`src/rtl/cal_pkg.sv`:
```
package cal_pkg;

    localparam int WORD_W  = 32;
    localparam int BYTE_W  = 8;
    localparam int NUM_BYT = WORD_W / BYTE_W;
    localparam int DAY_W   = 6;
    localparam int MON_W   = 5;
    localparam int YEAR_W  = 14;
    localparam int DAY_LSB = 0;
    localparam int MON_LSB = 8;
    localparam int YR_LSB  = 16;
    localparam int YRH_LSB = 24;
    localparam int YRH_W   = YEAR_W - BYTE_W;

    typedef struct packed {
        logic [YEAR_W-1:0] year;
        logic [MON_W-1:0]  month;
        logic [DAY_W-1:0]  day;
    } cal_date_t;

    typedef struct packed {
        logic yr_hi;
        logic yr_lo;
        logic month;
        logic day;
    } cal_keep_t;

    function automatic logic [BYTE_W-1:0] bcd2_inc(input logic [BYTE_W-1:0] v);
        logic [BYTE_W-1:0] r;
        if (v[3:0] >= 4'h9) r = {v[7:4] + 4'h1, 4'h0};
        else                r = {v[7:4], v[3:0] + 4'h1};
        return r;
    endfunction

    function automatic logic bcd2_div4(input logic [BYTE_W-1:0] v);
        logic r;
        if (!v[4]) r = (v[3:0] == 4'h0) || (v[3:0] == 4'h4) || (v[3:0] == 4'h8);
        else       r = (v[3:0] == 4'h2) || (v[3:0] == 4'h6);
        return r;
    endfunction

    function automatic logic [BYTE_W-1:0] month_len(input logic [MON_W-1:0] m,
                                                    input logic leap);
        logic [BYTE_W-1:0] r;
        case (m)
            5'h02:                      r = leap ? 8'h29 : 8'h28;
            5'h04, 5'h06, 5'h09, 5'h11: r = 8'h30;
            default:                    r = 8'h31;
        endcase
        return r;
    endfunction

    function automatic logic [YEAR_W-1:0] year_inc(input logic [YEAR_W-1:0] y);
        logic [BYTE_W-1:0] lo;
        logic [BYTE_W-1:0] hi;
        lo = y[BYTE_W-1:0];
        hi = {{(BYTE_W-YRH_W){1'b0}}, y[YEAR_W-1:BYTE_W]};
        if (lo == 8'h99) begin
            lo = 8'h00;
            if (hi == 8'h39) hi = 8'h00;
            else             hi = bcd2_inc(hi);
        end else begin
            lo = bcd2_inc(lo);
        end
        return {hi[YRH_W-1:0], lo};
    endfunction

    function automatic logic [WORD_W-1:0] pack_date(input cal_date_t d);
        logic [WORD_W-1:0] w;
        w = '0;
        w[DAY_LSB +: DAY_W]  = d.day;
        w[MON_LSB +: MON_W]  = d.month;
        w[YR_LSB  +: YEAR_W] = d.year;
        return w;
    endfunction

endpackage

```
`src/rtl/cal_bus_port.sv`:
```
module cal_bus_port
    import cal_pkg::*;
(
    input  logic              clk,
    input  logic              rst,
    input  logic              cyc,
    input  logic              stb,
    input  logic              we,
    input  logic [WORD_W-1:0] wdata,
    output logic              ack,
    output logic              wr_en,
    output cal_keep_t         keep
);
    logic [NUM_BYT-1:0] byte_ones;

    for (genvar g = 0; g < NUM_BYT; g++) begin : g_mask
        assign byte_ones[g] = &wdata[g*BYTE_W +: BYTE_W];
    end

    assign keep  = cal_keep_t'(byte_ones);
    assign wr_en = cyc && stb && we;

    always_ff @(posedge clk) begin
        if (rst) ack <= 1'b0;
        else     ack <= cyc && stb;
    end
endmodule

```
`src/rtl/cal_leap_detect.sv`:
```
module cal_leap_detect
    import cal_pkg::*;
(
    input  logic [YEAR_W-1:0] year,
    output logic              leap
);
    logic [BYTE_W-1:0] lo_pair;
    logic [BYTE_W-1:0] hi_pair;

    assign lo_pair = year[BYTE_W-1:0];
    assign hi_pair = {{(BYTE_W-YRH_W){1'b0}}, year[YEAR_W-1:BYTE_W]};

    always_comb begin
        if (lo_pair != 8'h00) leap = bcd2_div4(lo_pair);
        else                  leap = bcd2_div4(hi_pair);
    end
endmodule

```
`src/rtl/cal_day_step.sv`:
```
module cal_day_step
    import cal_pkg::*;
(
    input  cal_date_t cur,
    input  logic      leap,
    output cal_date_t nxt
);
    logic [BYTE_W-1:0] len;
    logic [BYTE_W-1:0] day_ext;
    logic [BYTE_W-1:0] mon_ext;
    logic [BYTE_W-1:0] day_up;
    logic [BYTE_W-1:0] mon_up;

    assign len     = month_len(cur.month, leap);
    assign day_ext = {{(BYTE_W-DAY_W){1'b0}}, cur.day};
    assign mon_ext = {{(BYTE_W-MON_W){1'b0}}, cur.month};
    assign day_up  = bcd2_inc(day_ext);
    assign mon_up  = bcd2_inc(mon_ext);

    always_comb begin
        nxt = cur;
        if (day_ext >= len) begin
            nxt.day = 6'h01;
            if (mon_ext >= 8'h12) begin
                nxt.month = 5'h01;
                nxt.year  = year_inc(cur.year);
            end else begin
                nxt.month = mon_up[MON_W-1:0];
            end
        end else begin
            nxt.day = day_up[DAY_W-1:0];
        end
    end
endmodule

```
`src/rtl/cal_date_counter.sv`:
```
module cal_date_counter
    import cal_pkg::*;
#(
    parameter logic [YEAR_W-1:0] RST_YEAR  = 14'h2000,
    parameter logic [MON_W-1:0]  RST_MONTH = 5'h01,
    parameter logic [DAY_W-1:0]  RST_DAY   = 6'h01
) (
    input  logic              clk,
    input  logic              rst,
    input  logic              bus_cyc,
    input  logic              bus_stb,
    input  logic              bus_we,
    input  logic [WORD_W-1:0] bus_wdata,
    output logic              bus_ack,
    output logic              bus_stall,
    output logic [WORD_W-1:0] bus_rdata,
    input  logic              day_tick
);
    cal_date_t cur_q;
    cal_date_t stepped;
    cal_date_t written;
    cal_keep_t keep;
    logic      wr_en;
    logic      leap;

    cal_bus_port u_port (
        .clk   (clk),
        .rst   (rst),
        .cyc   (bus_cyc),
        .stb   (bus_stb),
        .we    (bus_we),
        .wdata (bus_wdata),
        .ack   (bus_ack),
        .wr_en (wr_en),
        .keep  (keep)
    );

    cal_leap_detect u_leap (
        .year (cur_q.year),
        .leap (leap)
    );

    cal_day_step u_step (
        .cur  (cur_q),
        .leap (leap),
        .nxt  (stepped)
    );

    always_comb begin
        written = cur_q;
        if (!keep.day)   written.day   = bus_wdata[DAY_LSB +: DAY_W];
        if (!keep.month) written.month = bus_wdata[MON_LSB +: MON_W];
        if (!keep.yr_lo) written.year[BYTE_W-1:0]      = bus_wdata[YR_LSB +: BYTE_W];
        if (!keep.yr_hi) written.year[YEAR_W-1:BYTE_W] = bus_wdata[YRH_LSB +: YRH_W];
    end

    always_ff @(posedge clk) begin
        if (rst) begin
            cur_q <= '{year: RST_YEAR, month: RST_MONTH, day: RST_DAY};
        end else if (wr_en) begin
            cur_q <= written;
        end else if (day_tick) begin
            cur_q <= stepped;
        end
    end

    assign bus_rdata = pack_date(cur_q);
    assign bus_stall = 1'b0;
endmodule

```
`config.mk`:
```
export PLATFORM = sky130hd
export DESIGN_NAME = cal_date_counter
export DESIGN_NICKNAME = d
export VERILOG_FILES = /design/src/rtl/cal_pkg.sv /design/src/rtl/cal_bus_port.sv /design/src/rtl/cal_leap_detect.sv /design/src/rtl/cal_day_step.sv /design/src/rtl/cal_date_counter.sv
export SDC_FILE = /design/constraint.sdc
export NUM_CORES = 1
export LEC_CHECK = 0
export ABC_AREA = 1
export BUFFER_PORTS_ARGS = -buffer_cell sky130_fd_sc_hd__buf_2
export CORE_MARGIN = 1
export CORE_UTILIZATION = 47
export DETAILED_ROUTE_END_ITERATION = 8
export PLACE_DENSITY = 0.77
export SKIP_CTS_REPAIR_TIMING = 1
export SYNTH_ARGS = -nofsm -noshare
export SYNTH_HDL_FRONTEND = slang
export SYNTH_SLANG_ARGS = --single-unit
```
`constraint.sdc`:
```
create_clock -name clk -period 2.1 [get_ports clk]
set_input_delay 0.315 -clock clk [delete_from_list [all_inputs] [get_ports clk]]
set_output_delay 0.315 -clock clk [all_outputs]
set_load 0.01 [all_outputs]
```
Yosys cells after proc, flatten, opt, wreduce, memory -nomap -nowiden
Index checks and enable logic that the tools add are counted.
- input bits: 38
- output and inout port bits: 34
- flip-flop bits (word level): 26
- mux-type cells: 22
- equality and inequality tests: 19
- $add $sub $neg: 8
- $lt $le $gt $ge: 6
- reduce and logical (&&, ||, !) cells: 32
- operator list (operator ; count):
    two-way mux 25 bit ; 2
    two-way mux 6 bit ; 7
    AND reduction 8 bit ; 4
    two-way mux 8 bit ; 3
    adder 4 x 1 -> 4 bit (second input constant) ; 5
    two-way mux 19 bit ; 1
    equality test 4 x 3 -> 1 bit (second input constant) ; 4
    greater-or-equal comparator 4 bit (second input constant) ; 4
    case mux 8 bit (2 select lines) ; 1
    two-way mux 5 bit ; 3
    two-way mux 14 bit ; 1
    nonzero test 3 bit ; 4
    equality test 5 x 3 -> 1 bit (second input constant) ; 2
    AND reduction 5 bit ; 2
    equality test 4 x 2 -> 1 bit (second input constant) ; 2
    equality test 4 bit (second input constant) ; 2
    equality test 8 bit (second input constant) ; 1
    greater-or-equal comparator 6 x 8 -> 1 bit ; 1
    zero test 4 bit ; 2
    != test 2 bit (second input constant) ; 4
    AND reduction 4 bit ; 2
    nonzero test 2 bit ; 4
    nonzero test 8 bit ; 1
    equality test 6 bit (second input constant) ; 1
    13 further kinds ; 24

Longest topological paths before layout
- depth in word-level cells: 11
- depth in mapped cells: 18

By module
A second synthesis with hierarchy kept.
- cell total of the unflattened synthesis: 519
- area, all modules: 2839.0 um2
- modules (own cells, without submodules) (module ; times used ; area each (um2) ; cells an instance ; sequential area each (um2)):
    cal_date_counter ; 1 ; 1477.7 ; 257 ; 500.5
    cal_day_step ; 1 ; 1066.0 ; 192 ; 0.0
    cal_bus_port ; 1 ; 200.2 ; 49 ; 20.0
    cal_leap_detect ; 1 ; 95.1 ; 21 ; 0.0

Worst setup path after synthesis
Ideal clock, no wire load.
- kind: flip-flop to flip-flop
- start point: reg cur_q (netlist bit bus_rdata[16])
- end point: reg cur_q (netlist bit bus_rdata[24])
- path buffers: 0
- setup time: 0.116 ns
- data arrival time: 2.083 ns
- slack: -0.098 ns
- period minus slack after synthesis: 2.198 ns
- data required time: 1.984 ns
- stages on the path, launching flop included: 17
- path through: dfxtp_1 inv_1 ha_1 nand4_1 o311ai_0 nand2_1 a21oi_1 ha_1 nand2_1 inv_1 nand3_1 nand3_4 nand2_4 nor2_4 inv_2 nor2_1 nor2_1
- longest elaborated chain between the ends: 10
- ends and longest elaborated chain (element ; line ; text):
    from (decl) ; cal_date_counter.sv:19 ; cal_date_t cur_q;
    from (signal assigned) ; cal_date_counter.sv:59 ; cur_q <= '{year: RST_YEAR, month: RST_MONTH, day: RST_DAY};
    from (signal assigned) ; cal_date_counter.sv:61 ; cur_q <= written;
    from (signal assigned) ; cal_date_counter.sv:63 ; cur_q <= stepped;
    equality test 4 x 3 -> 1 bit or zero test 4 bit (tied branches) ; cal_pkg.sv:37 ; if (!v[4]) r = (v[3:0] == 4'h0) || (v[3:0] == 4'h4) || (v[3:0] == 4'h8);
    logical OR 1 bit (2 in a row) ; cal_pkg.sv:37 ;
    two-way mux 1 bit ; cal_pkg.sv:37 ;
    two-way mux 1 bit ; cal_leap_detect.sv:14 ; if (lo_pair != 8'h00) leap = bcd2_div4(lo_pair);
    two-way mux 1 bit ; cal_pkg.sv:46 ; 5'h02: r = leap ? 8'h29 : 8'h28;
    case mux 8 bit (2 select lines) ; cal_pkg.sv:45 ; case (m)
    greater-or-equal comparator 6 x 8 -> 1 bit ; cal_day_step.sv:22 ; if (day_ext >= len) begin
    nonzero test 2 bit (no source line) ; - ;
    AND reduction 5 bit (no source line) (*) ; - ;
Every way passes the cells marked *; elsewhere a longest branch is shown, timed or not.
A chain may end at the register's enable or synchronous reset.

Worst setup path after layout
- start point: reg cur_q (netlist bit bus_rdata[17])
- end point: reg cur_q (netlist bit bus_rdata[5])
- longest elaborated chain between the ends: 11
- ends and longest elaborated chain (element ; line ; text):
    equality test 4 x 3 -> 1 bit or zero test 4 bit (tied branches) ; cal_pkg.sv:37 ;
    logical OR 1 bit (2 in a row) ; cal_pkg.sv:37 ;
    two-way mux 1 bit ; cal_pkg.sv:37 ;
    two-way mux 1 bit (*) ; cal_leap_detect.sv:14 ;
    two-way mux 1 bit (*) ; cal_pkg.sv:46 ;
    case mux 8 bit (2 select lines) (*) ; cal_pkg.sv:45 ;
    greater-or-equal comparator 6 x 8 -> 1 bit (*) ; cal_day_step.sv:22 ;
    two-way mux 6 bit ; cal_day_step.sv:22 ;
    two-way mux 25 bit ; cal_date_counter.sv:62 ; end else if (day_tick) begin
    two-way mux 25 bit ; cal_date_counter.sv:60 ; end else if (wr_en) begin
Every way passes the cells marked *; elsewhere a longest branch is shown, timed or not. The select of a mux whose other input is x is not followed.

==> out/results.tsv <==
metric	value	unit
status	complete, but fails checks	
failing checks	setup timing	
1st-iter DRT viols	223	
vias in the first global route	2398	
final setup fails	25	
type of the worst setup path	reg2reg	
period utilization	111	%
drt drc	0	
TritonCTS Buffers	3	
fillers	431	
total wire length	6690	um
post-DP HPWL	4850	um
Peak Freq	430	MHz
RSZ-0062 raised after global routing	true	
multi-input logic area	1790	um^2
post-synthesis cell area	2380	um^2
RD Place Congestion	0.876	
worst hold path class	in2reg	
vias per cell	5.09	
CTS clk-pin slew, worst paths	0.10	ns
maximum vdd drop	0.000239	V
CTS Sinks	26	
fin crit period	2.33	ns
Avg WL per Cell	12.2	um
pwr/cell area	381	nW/um^2
Max Buffers Root-to-Sink	2	
Placed Area	2940	um^2
via total after detailed routing	2799	
Final Hold Fails	0	
post-layout util	67.7	%
crit path max fanout	5	
Worst EP required	2.32	ns
starting density of the core	49.8	%
layout cells sized above 1	35.0	%
MaxCap Viol Count	0	
leakage dissipation	1.73	nW
largest net degree at the start of global routing	18	
Layout Cells excl Fill	550	
placed cell count	540	
final worst setup slack	-0.227	ns
synthesized area per cell	6.16	um^2
Antenna Cells	0	
top cells by area, synth	dfxtp_1 (22%), nand2_1 (18%), ha_1 (13%)	
Final #Nets	547	
first drt pass iteration count	5	
Yosys warning total	0	
grt total ovfl	0	
CTS tree	done	
first-pass GRT wire length	10200	um
crit end category	flop	
cell taking the most area after synthesis	dfxtp_1	
Hold WS	0.247	ns
Synth-to-Final Area Change	36.0	%
sequential share of the synthesized area	21.8	%
Register Area	533	um^2
critical path arrival	2.55	ns
startpoint types	flop	
clock latency on the worst-skew pair	0.28	ns
clock skew	0.00273	ns
Overall Global Routing Usage	24.1	%
Final Instance Area	3240	um^2
Final ANT Viol Nets	0	
Final Max Slew Viols	0	
Port Buffers	63	
Cells after Synth	387	
die area	5360	um^2
Root Driver	clkbuf_8	
Synth Register Bits	26	
H-tree levels	1	
post-synthesis cell type count	33	
Tot Pwr	1.23	mW
Die X-Extent	73.2	um
Die Y	73.2	um
share of the synthesized area in the top cell type	21.8	%
initial antenna violation count	0	
Rows	25	
core area	4790	um^2
Top Ports	72	
==> area by class of cell <==
type                       instances  share of cell area [%]
multi-input combinational        306                    55.1
timing repair buffer              99                    18.4
tap                               67                    2.59
sequential                        26                    16.4
clock buffer                       4                    1.70
inverter                          48                    5.71
==> synthesized netlist by cell type, drive strengths merged <==
cell type,number
a21oi,9
a221oi,1
a22oi,1
buf,12
clkbuf,2
conb,1
dfxtp,26
ha,25
inv,48
nand2,118
nand3,28
nand3b,1
nand4,4
nor2,69
nor3,1
o211ai,1
o21ai,28
o22ai,1
o311ai,1
o31ai,1
xnor2,3
xor2,6
==> path summary, 6_finish.rpt <==
| kind | slack [ns] | endpoint | from | depth (start not counted) |
|---|---|---|---|---|
| worst max-delay path | -0.23 | bus_rdata[5]$_SDFFE_PP0P_ | bus_rdata[17]$_SDFFE_PP0P_ | 17 |
| worst min-delay path | 0.25 | bus_rdata[9]$_SDFFE_PP0P_ | rst | 2 |
| worst max register to register | -0.23 | bus_rdata[5]$_SDFFE_PP0P_ | bus_rdata[17]$_SDFFE_PP0P_ | 17 |
| worst min register to register | 0.52 | bus_rdata[29]$_SDFFE_PP1P_ | bus_rdata[29]$_SDFFE_PP1P_ | 2 |
==> sequential cells by signal, indices dropped and copies added, names as in the netlist <==
register,flops
u_port.ack,1
bus_rdata,25
==> worst max-delay path: stages, from the launching register on <==
cell	delay, ns
dfxtp_4	0.38
inv_4	0.07
ha_4	0.12
nand4_1	0.15
o311ai_2	0.11
nand2_1	0.12
a21oi_2	0.17
ha_4	0.14
inv_2	0.03
nor2_1	0.10
nand2_1	0.09
nand2_2	0.09
nand3_4	0.12
buf_6	0.16
buf_6	0.11
nor3_2	0.14
nor2_1	0.06
nor2_1	0.10
==> power breakdown <==
group / switching, mW / internal (mW) / total [mW]
Sequential: 0.0240 / 0.509 / 0.533
Combinational: 0.207 / 0.143 / 0.349
Clock: 0.183 / 0.168 / 0.351
==> cells by family after synthesis <==
| logic type | share of synthesized area, % |
|---|---|
| other | 0.157 |
| XOR/XNOR | 3.31 |
| buffers and inverters | 11.7 |
| flip-flops | 21.8 |
| adder cells (fa/ha/maj) | 13.1 |
| AND/OR/NAND/NOR | 40.2 |
| AO/OA/AOI/OAI | 9.72 |
==> through the flow <==
step	setup slack, ns	TNS, ns
final	-0.227	-2.91
after global routing	-0.338	-6.07
after CTS	-0.251	-4.86
after detailed placement	-0.230	-4.30
after global placement	-0.165	-2.68
after floorplan	0.00251	0
==> metal layers <==
layer / part of all wire [%] / GRT usage [%] / up-vias
li1: - / - / 1395
met1: 43 / 30.9 / 1265
met2: 48 / 41.6 / 115
met3: 5.2 / 2.35 / 24
met4: 2.9 / 8.93 / 0
met5: 0 / 0 / -
==> cells in the final DEF, fill, tap and decap left out, types with 4 or more instances in the layout <==
cell,n
conb_1,8
dfxtp_1,20
o21ai_0,23
nor2_4,4
o21ai_1,5
buf_4,33
a21oi_1,6
clkbuf_8,4
nor2_1,56
ha_4,4
inv_1,33
nand2_2,9
nand2_1,105
nand3_2,6
inv_2,13
nand3_1,21
buf_2,63
nor2_2,9
dfxtp_2,4
xor2_1,6
ha_1,20
Power figures use the tool's default switching activity.
